**src/rtl/stby_pkg.sv**
```systemverilog
package stby_pkg;

    typedef enum logic [2:0] {
        ST_RUN   = 3'd0,
        ST_HALT  = 3'd1,
        ST_HALT2 = 3'd2,
        ST_SLEEP = 3'd3,
        ST_WAKE  = 3'd4
    } stby_st_e;

    typedef struct packed {
        logic cpu;
        logic bcu;
        logic dma;
        logic hosc;
        logic losc;
    } core_en_t;

    function automatic logic is_standby(stby_st_e s);
        return (s == ST_HALT) || (s == ST_HALT2) || (s == ST_SLEEP);
    endfunction

    // sleep outranks halt; the mode bit picks the halt depth
    function automatic stby_st_e pick_entry(logic halt_req, logic halt_deep,
                                            logic sleep_req);
        if (sleep_req)
            return ST_SLEEP;
        else if (halt_req)
            return halt_deep ? ST_HALT2 : ST_HALT;
        else
            return ST_RUN;
    endfunction

endpackage

```
**src/rtl/stby_wake_qual.sv**
```systemverilog
module stby_wake_qual
    import stby_pkg::*;
#(
    parameter int NPER = 4
) (
    input  stby_st_e          mode,
    input  logic              nmi,
    input  logic [NPER-1:0]   irq_per,
    input  logic              irq_port,
    input  logic              irq_ctimer,
    input  logic [NPER-1:0]   per_snap,
    input  logic              losc_snap,
    output logic              wake_hit
);

    logic per_any;
    logic per_live;

    assign per_any  = |irq_per;
    assign per_live = |(irq_per & per_snap);

    always_comb begin
        unique case (mode)
            ST_HALT:  wake_hit = nmi | per_any | irq_port | irq_ctimer;
            ST_HALT2: wake_hit = nmi | per_live | irq_port | irq_ctimer;
            ST_SLEEP: wake_hit = nmi | irq_port | (irq_ctimer & losc_snap);
            default:  wake_hit = 1'b0;
        endcase
    end

endmodule

```
**src/rtl/stby_gate_map.sv**
```systemverilog
module stby_gate_map
    import stby_pkg::*;
#(
    parameter int NPER = 4
) (
    input  stby_st_e          view,
    input  logic              waking,
    input  logic [NPER-1:0]   per_live,
    input  logic              hosc_live,
    input  logic              losc_live,
    input  logic [NPER-1:0]   per_snap,
    input  logic              hosc_snap,
    input  logic              losc_snap,
    output core_en_t          en,
    output logic [NPER-1:0]   per_ce
);

    localparam logic [NPER-1:0] PER_OFF = '0;

    always_comb begin
        en     = '{cpu: 1'b1, bcu: 1'b1, dma: 1'b1, hosc: hosc_live, losc: losc_live};
        per_ce = per_live;
        unique case (view)
            ST_HALT: begin
                en     = '{cpu: 1'b0, bcu: 1'b1, dma: 1'b1, hosc: hosc_snap, losc: losc_snap};
                per_ce = per_snap;
            end
            ST_HALT2: begin
                en     = '{cpu: 1'b0, bcu: 1'b0, dma: 1'b0, hosc: hosc_snap, losc: losc_snap};
                per_ce = per_snap;
            end
            ST_SLEEP: begin
                en     = '{cpu: 1'b0, bcu: 1'b0, dma: 1'b0, hosc: 1'b0, losc: losc_snap};
                per_ce = PER_OFF;
            end
            default: ;
        endcase
        // fast oscillator comes back one cycle ahead of everything else
        if (waking)
            en.hosc = hosc_snap;
    end

endmodule

```
**src/rtl/standby_clkctl.sv**
```systemverilog
module standby_clkctl
    import stby_pkg::*;
#(
    parameter int NPER = 4
) (
    input  logic              clk,
    input  logic              rst,
    input  logic              halt_req,
    input  logic              halt_deep,
    input  logic              sleep_req,
    input  logic              nmi,
    input  logic [NPER-1:0]   irq_per,
    input  logic              irq_port,
    input  logic              irq_ctimer,
    input  logic [NPER-1:0]   per_en_cfg,
    input  logic              hosc_cfg,
    input  logic              losc_cfg,
    output logic              cpu_ce,
    output logic              bcu_ce,
    output logic              dma_ce,
    output logic [NPER-1:0]   per_ce,
    output logic              hosc_ce,
    output logic              losc_ce,
    output logic              wake_pulse
);

    stby_st_e        state_q;
    stby_st_e        mode_q;
    stby_st_e        entry;
    stby_st_e        view;
    logic [NPER-1:0] per_snap_q;
    logic            hosc_snap_q;
    logic            losc_snap_q;
    logic            pending;
    logic            wake_hit;
    logic            waking;
    core_en_t        en;

    assign pending = nmi | (|irq_per) | irq_port | irq_ctimer;
    assign entry   = pick_entry(halt_req, halt_deep, sleep_req);
    assign waking  = (state_q == ST_WAKE);
    assign view    = waking ? mode_q : state_q;

    stby_wake_qual #(.NPER(NPER)) u_qual (
        .mode       (state_q),
        .nmi        (nmi),
        .irq_per    (irq_per),
        .irq_port   (irq_port),
        .irq_ctimer (irq_ctimer),
        .per_snap   (per_snap_q),
        .losc_snap  (losc_snap_q),
        .wake_hit   (wake_hit)
    );

    stby_gate_map #(.NPER(NPER)) u_map (
        .view       (view),
        .waking     (waking),
        .per_live   (per_en_cfg),
        .hosc_live  (hosc_cfg),
        .losc_live  (losc_cfg),
        .per_snap   (per_snap_q),
        .hosc_snap  (hosc_snap_q),
        .losc_snap  (losc_snap_q),
        .en         (en),
        .per_ce     (per_ce)
    );

    always_ff @(posedge clk) begin
        if (rst) begin
            state_q     <= ST_RUN;
            mode_q      <= ST_RUN;
            per_snap_q  <= '0;
            hosc_snap_q <= 1'b0;
            losc_snap_q <= 1'b0;
        end else begin
            unique case (state_q)
                ST_RUN: begin
                    if (!pending && entry != ST_RUN) begin
                        state_q     <= entry;
                        mode_q      <= entry;
                        per_snap_q  <= per_en_cfg;
                        hosc_snap_q <= hosc_cfg;
                        losc_snap_q <= losc_cfg;
                    end
                end
                ST_HALT, ST_HALT2, ST_SLEEP: begin
                    if (wake_hit)
                        state_q <= ST_WAKE;
                end
                default: begin
                    state_q <= ST_RUN;
                    mode_q  <= ST_RUN;
                end
            endcase
        end
    end

    assign cpu_ce     = en.cpu;
    assign bcu_ce     = en.bcu;
    assign dma_ce     = en.dma;
    assign hosc_ce    = en.hosc;
    assign losc_ce    = en.losc;
    assign wake_pulse = waking;

endmodule

```
**config.mk**
```make
export PLATFORM = sky130hd
export DESIGN_NAME = standby_clkctl
export DESIGN_NICKNAME = d
export VERILOG_FILES = /design/src/rtl/stby_pkg.sv /design/src/rtl/stby_wake_qual.sv /design/src/rtl/stby_gate_map.sv /design/src/rtl/standby_clkctl.sv
export SDC_FILE = /design/constraint.sdc
export NUM_CORES = 1
export LEC_CHECK = 0
export CAP_MARGIN = 20
export CORE_ASPECT_RATIO = 1.25
export CORE_MARGIN = 5
export CORE_UTILIZATION = 46
export DETAILED_ROUTE_END_ITERATION = 8
export PLACE_DENSITY = 0.92
export SLEW_MARGIN = 20
export SYNTH_ARGS = -nofsm -noshare
export SYNTH_HDL_FRONTEND = slang
export SYNTH_SLANG_ARGS = --single-unit
```
**constraint.sdc**
```tcl
create_clock -name clk -period 3.83 [get_ports clk]
set_input_delay 0.5745 -clock clk [delete_from_list [all_inputs] [get_ports clk]]
set_output_delay 0.5745 -clock clk [all_outputs]
set_load 0.02 [all_outputs]
```
Word-level counts from Yosys, hierarchy flattened

Cells that the tools add are included.

Output and inout port bits: 10
Bits in registers: 12
Bits of input ports: 18
Logic and storage cells: 48

Muxes and demuxes: 12
Equal/unequal tests: 9
Reduce and logical (&&, ||, !) cells: 11
Bitwise operators: 11

Operators with widths:

| cell                                                                     | number |
|---|---|
| 5-bit case mux with 3 select lines                                       | 1 |
| 3-bit by 2-bit equality test with 1-bit output (second input constant)   | 4 |
| 3-bit case mux with 2 select lines                                       | 2 |
| 3-bit two-way mux                                                        | 3 |
| 1-bit bitwise OR                                                         | 8 |
| 4-bit case mux with 2 select lines                                       | 1 |
| 4-bit OR reduction                                                       | 2 |
| 3-bit by 1-bit equality test with 1-bit output (second input constant)   | 2 |
| 2-bit two-way mux                                                        | 3 |
| 2-bit AND reduction                                                      | 3 |
| 4-bit bitwise AND                                                        | 1 |
| 3-bit equality test (second input constant)                              | 1 |
| 3-bit zero test                                                          | 1 |
| 1-bit case mux with 3 select lines                                       | 1 |
| 3-bit nonzero test                                                       | 1 |
| 3-bit OR reduction                                                       | 1 |
| 2-bit by 1-bit inequality test with 1-bit output (second input constant) | 1 |
| 2-bit inequality test (second input constant)                            | 1 |
| 2-bit OR reduction                                                       | 1 |
| 1-bit bitwise AND                                                        | 1 |
| 1-bit logical AND                                                        | 1 |
| 1-bit zero test                                                          | 1 |
| 1-bit two-way mux                                                        | 1 |
| 1-bit NOT                                                                | 1 |

Depth between registers and ports, before layout

Gate-level depths: netlist of the first run.

Depth after elaboration: 8
Gate-level depth with buffers: 6
Depth with buffers taken out: 4

Hierarchy

Synthesis of the first run repeated with hierarchy kept, for this count alone.

Cell total of the unflattened synthesis: 105
Area, all modules: 870.8 sq um

By module, submodules not included:

| module         | times used | sequential area each (sq um) | area each (sq um) | cells an instance |
|---|---|---|---|---|
| standby_clkctl | 1          | 220.2                        | 534.3             | 58 |
| stby_gate_map  | 1          | 0.0                          | 246.5             | 34 |
| stby_wake_qual | 1          | 0.0                          | 90.1              | 13 |

Worst setup path before layout of the first run

Ideal clock, no wire load.

Kind: register to output
Start point: register state_q[1]
End point: output losc_ce
Stages on the path, launching flop included: 6
Data required time: 3.256 ns
Slack: 1.875 ns
Path buffers: 1
Data arrival time: 1.381 ns
Cell sequence: dfxtp_1 > buf_2 > nor2_1 > o211ai_1 > o21a_1 > mux2_2

Cells in the longest elaborated chain, start to end: 4
Elaborated cells on any way between the ends: 6
Those cells by class: 4 x eq/ne; 2 x mux

Ends and longest elaborated chain:

| element                                                                                                                 | RTL line             | source |
|---|---|---|
| start, declared                                                                                                         | standby_clkctl.sv:27 | `stby_st_e state_q;` |
| start signal, assigned                                                                                                  | standby_clkctl.sv:79 | `state_q <= entry;` |
| 3-bit equality test                                                                                                     | standby_clkctl.sv:41 | `assign waking = (state_q == ST_WAKE);` |
| 3-bit two-way mux *                                                                                                     | standby_clkctl.sv:42 | `assign view = waking ? mode_q : state_q;` |
| 3-bit by 2-bit equality test with 1-bit output / 3-bit by 1-bit equality test with 1-bit output (equally long branches) | stby_gate_map.sv:23  | `unique case (view)` |
| 5-bit case mux with 3 select lines *                                                                                    | stby_gate_map.sv:23  |  |
| end, declared                                                                                                           | standby_clkctl.sv:23 | `output logic losc_ce,` |

Mark *: on every way between the ends. The rest lies on a longest branch, timed or not.

Worst setup path in the final report of the first run

Start point: register state_q[2]
End point: output per_ce[0]

Cells in the longest elaborated chain, start to end: 5
Elaborated cells on any way between the ends: 7
Those cells by class: 4 x eq/ne; 2 x mux; 1 x reduce/logical

Ends and longest elaborated chain:

| element                                                                                                                 | RTL line             | source |
|---|---|---|
| 3-bit equality test                                                                                                     | standby_clkctl.sv:41 |  |
| 3-bit two-way mux *                                                                                                     | standby_clkctl.sv:42 |  |
| 3-bit by 1-bit equality test with 1-bit output / 3-bit by 2-bit equality test with 1-bit output (equally long branches) | stby_gate_map.sv:23  |  |
| 2-bit OR reduction (no source line)                                                                                     | -                    |  |
| 4-bit case mux with 2 select lines *                                                                                    | stby_gate_map.sv:23  |  |
| end, declared                                                                                                           | standby_clkctl.sv:21 | `output logic [NPER-1:0] per_ce,` |

Marked as above.

==> results of run 1 <==
## worst min-delay path: stages (launching register included)
cell	delay [ns]
dfxtp_1	0.33
nand2b_1	0.07
mux2i_1	0.06
## power breakdown
group	internal [mW]	switching (mW)	total (mW)
combinational	0.0301	0.0204	0.0505
clock	0.0405	0.0437	0.0842
sequential	0.115	0.000448	0.115
## layer usage
layer | vias to the layer above | wire, um | global-route usage (%) | share of wire [%]
met1 | 362 | 846 | 19.22 | 44
met5 | - | 0 | 0 | 0
li1 | 378 | - | - | -
met4 | 0 | 35 | 6.719 | 1.8
met3 | 5 | 118 | 4.207 | 6.1
met2 | 27 | 940 | 26.60 | 48
## layout make-up
cell class                 count  area, um2  area share, %
tap                           18      22.52          2.118
timing repair buffer          27      270.3          25.41
multi-input combinational     73      516.7          48.59
clock buffer                   4      26.28          2.471
inverter                       2      7.507         0.7059
sequential                    11      220.2          20.71
## logic make-up (layout without fill, tap and decap cells)
family | Yosys count | after routing
xor gates and xnor gates | 1 | 1
DFF | 11 | 11
and+or+nand+nor | 38 | 38
muxes | 10 | 10
AOI/OAI and AO/OA | 24 | 24
buffers and inverters | 7 | 33
## worst paths after layout
path / slack [ns] / depth (start not counted) / endpoint / start
worst max-delay path: 0.83 / 5 / per_ce[0] / state_q[2]
worst min-delay path: 0.49 / 2 / hosc_snap_q / hosc_snap_q
worst max register to register: 2.34 / 4 / per_snap_q[1] / state_q[1]
worst min register to register: 0.49 / 2 / hosc_snap_q / hosc_snap_q
## flip-flops by register name, summed over array words and instances (netlist names)
name,cells
per_snap_q,4
mode_q,2
hosc_snap_q,1
losc_snap_q,1
state_q,3
## stage by stage
| stage | total power [mW] | utilization [%] |
|---|---|---|
| finish | 0.2497 | 66.41 |
| global route | 0.2585 | 66.41 |
| CTS | 0.2476 | 66.41 |
| detailed placement | 0.1677 | 64.77 |
| global placement | 0.1667 | 64.77 |
| floorplan | 0.1380 | - |
## layout by cell type (no fill, tap or decap), types with 2 or more instances in the layout
master	synthesis	final
clkbuf_4	0	3
a22o_1	5	5
nor2b_1	3	3
mux2i_1	8	8
or3_1	2	2
o21ai_0	3	3
o2bb2ai_2	2	2
nor3_1	2	2
o21a_1	2	2
nand2b_1	14	14
a22oi_1	3	3
a21oi_1	6	6
nor2_1	6	6
dfxtp_1	11	11
inv_1	2	2
mux2_2	2	2
clkdlybuf4s50_1	0	27
nand2_1	5	5
==> results.md, run 1 <==
* Die X at 46.97 um
* Max cap viols at 0
* H-tree Lvls at 1
* GP Congestion at 0.7324
* DR iter-0 viols at 18
* Crit path required time at 3.26 ns
* Mapped cell area at 785.8 um2
* Fin crit share at 78.27%
* Simple-gate area share of the yosys netlist at 28.50%
* Clk_lat worst skew at 0.28 ns
* Synth async-reset ratio at 0%
* Final-report max-slew violation count at 0
* Setup ws final at 0.8323 ns
* Final instance area at 0.001064 mm2
* Setup CP Type: reg -> out
* Antenna Cells at 0
* Pwr/cell area at 234.8 mW/mm2
* Max Clk Rate at 0.3336 GHz
* HP Class: reg -> reg
* Mux cell area share after synthesis at 13.06%
* Slew headroom at 65.06%
* Clock buffer count from CTS at 3
* Core Area at 0.001602 mm2
* Setup crit start kind: register
* Critical Path AT at 2.42 ns
* VDD IR max at 0.2074 mV
* Ys Warns at 0
* Die Ht at 56.21 um
* Top cell type's share of synthesized area at 28.03%
* Setup slack after placement at 1.139 ns
* Initial Util at 49.06%
* Clock-pin slew of the registers on the worst-case setup and hold paths at 0.07 ns
* Layout cells sized above 1 at 9.402%
* Fin Hold WS at 0.4948 ns
* Die ar. at 0.002640 mm2
* Largest cells by area after synthesis: dfxtp_1 (28%), nand2b_1 (11%), mux2i_1 (10%), a22o_1 (5.6%), a21oi_1 (3.8%)
* Pre-Repair DR Iteration Count at 4
* Area delta synth->final at 35.35%
* Register area share after synthesis at 28.03%
* Mapped Nets at 109
* WL/cell at 14.38 um
* Vias per inst at 5.719
* Finish-stage setup viols at 0
* Vias in the first global route at 778
* Initial antenna violation count at 0
* Largest net degree at the start of global routing at 19
* # DRC at 0
* Fin. Hold Viols at 0
* Post-synthesis compound-gate area fraction at 23.09%
* Outcome: finished, final reports clean
* CP Max Fanout at 12
* Leakage at 0.3801 nW
* CP top delay family: compound AO/OA/AOI/OAI gates
* Clock Skew at 0.005580 ns
* First-pass GRT wire length at 3229 um
* Top_reg_cell synth: dfxtp_1
* Number of synthesized flops with an enable pin at 0
* Final ANT Viol Nets at 0
* Non-Filler Instances at 135
* Layout filler cell count at 145
* Post-CTS setup buffers at 0
* Most common cell in the netlist: nand2b_1
* Distinct cells, synth at 30
* Post_cts resized at 0
* Global Route Usage Sum at 16.30%
* CTS max path bufs at 2
* RSZ-0062 raised after global routing: no
* Clock Sinks at 11
* FP Rows at 16
* Post-synth top cells: nand2b_1 (14), dfxtp_1 (11), mux2i_1 (8), a21oi_1 (6), nor2_1 (6)
* Yosys reg bits at 11
* CTS tree: yes
* Min Tclk post-route at 2.998 ns
* Grt ovf at 0
* Worst-Margin Slew at 0.5186 ns
* Slowest CP cell: clkdlybuf4s50_1
* Slowest stage delay, CP at 0.60 ns
* Clk root buf: clkbuf_4
* Post-Synth XOR/XNOR Area at 1.115%
* Post-synthesis cell count at 91
* Detailed Place HPWL at 1457 um
* Final-stage net count at 136
* Total Wirelength at 1941 um
* I/O Pins at 28
* Yosys top cell by area: dfxtp_1
* Synthesized area per cell at 8.635 um2
* Setup TNS at 0 ns
* CP cell instances: nor2b_1 > a21oi_1 > o21ai_0 > a22o_1 > clkdlybuf4s50_1
* Routed vias at 772
* Input/output buffers at 27
* CP Buf/Inv Count at 1
* Cell count after placement at 131
* Largest family of logic cells by synthesized area: simple AND/OR/NAND/NOR gates
* Post-Synth Adder-Cell Area at 0%
* Crit path capture type: primary output
* Post-DP Area at 0.001037 mm2
* CTS Hold Bufs at 0
Power figures use the tool's default switching activity.
==> run 2: changes to the inputs <==
- CORE_UTILIZATION: 46 -> 39
- PLACE_DENSITY: 0.92 -> 0.84
- clock period: 3.83 -> 2.7 ns (I/O delays scaled with it)
==> results.md, run 2 (synthesized netlist as in run 1, its figures left out) <==
* DR iter-0 viols at 14
* Cell count after placement at 134
* Biggest register: per_snap_q
* Clock buffer count from CTS at 3
* Antenna Cells at 0
* Clk_lat worst skew at 0.27 ns
* Max cap viols at 0
* P_int at 0.2627 mW
* Initial antenna violation count at 0
* Commonest non-fill, non-tap cell in the layout: clkdlybuf4s50_1
* Die ar. at 0.003018 mm2
* Final ANT Viol Nets at 0
* Fin crit share at 91.71%
* Die X at 50.15 um
* Part of the power in registers at 46.7%
* Setup CP Type: reg -> out
* Crit path required time at 2.30 ns
* Max FFs per register at 4
* CTS tree: yes
* Final-report max-slew violation count at 0
* First-pass GRT wire length at 3312 um
* Clock Skew at 0.006546 ns
* GP Congestion at 0.8238
* Non-Filler Instances at 138
* Outcome: finished, final reports clean
* Initial Util at 40.10%
* Routed vias at 768
* Pre-Repair DR Iteration Count at 4
* Leakage at 0.3875 nW
* Final-stage net count at 137
* Worst-Margin Slew at 0.4680 ns
* Regs by FF count: per_snap_q (4), state_q (3), mode_q (2)
* FP Rows at 18
* WL/cell at 13.86 um
* Finish-stage setup viols at 0
* Sw Ratio at 24.85%
* Clock-pin slew of the registers on the worst-case setup and hold paths at 0.06 ns
* Largest net degree at the start of global routing at 19
* Total Wirelength at 1913 um
* Post-CTS setup buffers at 0
* Pwr/cell area at 323.8 mW/mm2
* Setup crit start kind: register
* Area delta synth->final at 37.42%
* Die Ht at 60.19 um
* Clock share of power at 32.8%
* VDD IR max at 0.2494 mV
* CTS max path bufs at 2
* RSZ-0062 raised after global routing: no
* Max Clk Rate at 0.4039 GHz
* H-tree Lvls at 1
* CP Max Fanout at 10
* Vias in the first global route at 834
* Critical Path AT at 2.07 ns
* Slew headroom at 68.70%
* Layout cells sized above 1 at 13.56%
* Core Area at 0.001959 mm2
* Min Tclk post-route at 2.476 ns
* Power share of the combinational group at 20.6%
* Clk root buf: clkbuf_4
* Global Route Usage Sum at 14.01%
* Input/output buffers at 27
* Grt ovf at 0
* Vias per inst at 5.565
* # DRC at 0
* Fin. Hold Viols at 0
* I/O Pins at 28
* HP Class: reg -> reg
* Clock Sinks at 11
* Most frequent cells in the layout: clkdlybuf4s50_1 (27), nand2b_1 (14), mux2i_1 (8), dfxtp_1 (8)
* Net Switching at 0.08689 mW
* Setup TNS at 0 ns
* CTS Hold Bufs at 0
* Detailed Place HPWL at 1547 um
* Crit path capture type: primary output
-- run 2: final cells by class --
cell class              instances  area [um2]
clock buffers                   4       26.28
fillers                       177       879.6
inverters                       2       7.507
multi-input cells              73       519.2
flip-flops and latches         11       224.0
well taps                      20       25.02
repair buffers                 28       277.8
-- run 2: per-stage QoR --
stage | cell area (um2) | setup WS [ns] | hold slack [ns] | util, % | total power, mW
floorplan | 785.8 | 0.9141 | 0.4612 | - | 0.1958
global placement | 1047 | 0.3422 | 0.4777 | 53.45 | 0.2380
detailed placement | 1047 | 0.3082 | 0.4847 | 53.45 | 0.2386
CTS | 1075 | 0.07848 | 0.5005 | 54.85 | 0.3531
global route | 1080 | 0.06841 | 0.5127 | 55.11 | 0.3699
finish | 1080 | 0.2238 | 0.4929 | 55.11 | 0.3496
-- run 2: routing by layer --
layer / GRT usage [%] / vias to the layer above / share of wire [%]
li1: - / 384 / -
met1: 13.73 / 353 / 42
met2: 26.75 / 27 / 51
met3: 3.491 / 4 / 6.2
met4: 6.742 / 0 / 1.2
met5: 0 / - / 0
-- run 2: repair_timing --
item | in CTS | in global routing
resized for setup | 1 | 4
cloned | 0 | 0
endpoints found under the hold margin | 0 | 0
endpoints found under the setup margin | 1 | 5
-- run 2: critical path, cell delays in order (launching register included) --
cell and delay [ns]:
dfxtp_2 0.42, nor2_1 0.11, o211ai_1 0.11, o21a_1 0.27, mux2_2 0.36, clkdlybuf4s50_1 0.53
-- run 2: power by group through the flow --
stage	registers, mW	logic (mW)	clock network (mW)
detailed placement	0.167	0.0716	0
global placement	0.167	0.0710	0
global route	0.163	0.0776	0.129
CTS	0.163	0.0722	0.118
floorplan	0.167	0.0291	0
finish	0.163	0.0719	0.115
-- run 2: final timing paths --
| path | cells after the start | slack, ns | startpoint | to |
|---|---|---|---|---|
| hold / removal | 2 | 0.49 | hosc_snap_q | hosc_snap_q |
| hold reg to reg | 2 | 0.49 | hosc_snap_q | hosc_snap_q |
| setup / recovery | 5 | 0.22 | state_q[1] | losc_ce |
| setup reg to reg | 4 | 1.33 | state_q[1] | per_snap_q[1] |
==> run 3: changes to the inputs <==
- clock period: 2.7 -> 2.26 ns (I/O delays scaled with it)
==> results.md, run 3 (synthesized netlist as in run 1, its figures left out) <==
* Final-stage net count at 139
* Die Ht at 60.19 um
* Clock-pin slew of the registers on the worst-case setup and hold paths at 0.08 ns
* HP Class: reg -> reg
* Regs by FF count: per_snap_q (4), state_q (3), mode_q (2)
* Critical Path AT at 1.82 ns
* Final ANT Viol Nets at 0
* Layout cells sized above 1 at 16.67%
* Max Clk Rate at 0.4637 GHz
* Global Route Usage Sum at 14.71%
* Post-CTS setup buffers at 0
* Routed vias at 794
* Grt ovf at 0
* Worst-Margin Slew at 0.4942 ns
* Final-report max-slew violation count at 0
* Max cap viols at 0
* CTS tree: yes
* H-tree Lvls at 1
* Clock Sinks at 11
* Setup TNS at 0 ns
* Max FFs per register at 4
* Die ar. at 0.003018 mm2
* Initial antenna violation count at 0
* Setup ws final at 0.1034 ns
* Setup crit start kind: register
* First-pass GRT wire length at 3394 um
* I/O Pins at 28
* Most frequent cells in the layout: clkdlybuf4s50_1 (21), nand2b_1 (14), dfxtp_1 (9)
* Pwr/cell area at 383.9 mW/mm2
* Leakage at 0.4130 nW
* Util after Layout at 55.94%
* Input/output buffers at 27
* Min Tclk post-route at 2.157 ns
* Fin crit share at 95.42%
* Area delta synth->final at 39.49%
* Biggest register: per_snap_q
* Clock Skew at 0.002263 ns
* Outcome: finished, final reports clean
* GP Congestion at 0.8025
* VDD IR max at 0.2795 mV
* Largest net degree at the start of global routing at 19
* RSZ-0062 raised after global routing: no
* Setup CP Type: reg -> out
* Setup slack after placement at 0.03434 ns
* Clk root buf: clkbuf_4
* WL/cell at 15.36 um
* Non-Filler Instances at 140
* Vias per inst at 5.671
* Total Wirelength at 2150 um
* Pre-Repair DR Iteration Count at 4
* Antenna Cells at 0
* Commonest non-fill, non-tap cell in the layout: clkdlybuf4s50_1
* CTS Hold Bufs at 0
* Initial Util at 40.10%
* Slew headroom at 66.95%
* Finish-stage setup viols at 0
* Clk_lat worst skew at 0.28 ns
* Vias in the first global route at 815
* DR iter-0 viols at 20
* Clock buffer count from CTS at 3
* Core Area at 0.001959 mm2
* Die X at 50.15 um
* CP Max Fanout at 7
* Total power at 0.4207 mW
* Fin. Hold Viols at 0
* # DRC at 0
* Detailed Place HPWL at 1643 um
* Crit path capture type: primary output
* Cell count after placement at 136
* Crit path required time at 1.92 ns
* CTS max path bufs at 2
* FP Rows at 18
[run 3: layout make-up]
class                      instances  area [um2]
timing repair buffer              30       286.5
fill                             190       863.3
inverter                           2       7.507
sequential                        11       222.7
multi-input combinational         73       528.0
tap                               20       25.02
clock buffer                       4       26.28
[run 3: worst paths after layout]
path         slack (ns)  depth (start not counted)           to        start
max                0.10                          5      losc_ce   state_q[0]
min                0.49                          2  hosc_snap_q  hosc_snap_q
max reg2reg        0.90                          3   state_q[0]   state_q[2]
min reg2reg        0.49                          2  hosc_snap_q  hosc_snap_q
[run 3: timing repair]
item,in CTS,in global routing
gates resized for setup,10,5
setup endpoints to repair,9,4
pin swaps,0,0
[run 3: power breakdown]
part / leakage [nW] / switching [mW] / internal (mW)
logic: 0.308 / 0.0348 / 0.0476
registers: 0.0896 / 0.000705 / 0.194
clock network: 0.0150 / 0.0748 / 0.0686
[run 3: worst max-delay path, cell delays in order (launching register included)]
cell	delay, ns
dfxtp_2	0.43
nor2_2	0.09
o211ai_1	0.11
o21a_2	0.25
mux2_2	0.34
dlygate4sd2_1	0.32
[run 3: routing by layer]
metal  global-route usage (%)  share of wire (%)  vias up
met2                    27.29                 51       31
li1                         -                  -      384
met1                    14.44                 40      373
met3                    3.990                6.2        6
met4                    8.240                2.5        0
met5                        0                  0        -
[run 3: metrics by stage]
step	cell area (um2)	hold WS [ns]
after floorplan	785.8	0.4612
after global placement	1062	0.4768
after detailed placement	1062	0.4883
after CTS	1091	0.4983
after global routing	1096	0.5229
final	1096	0.4946
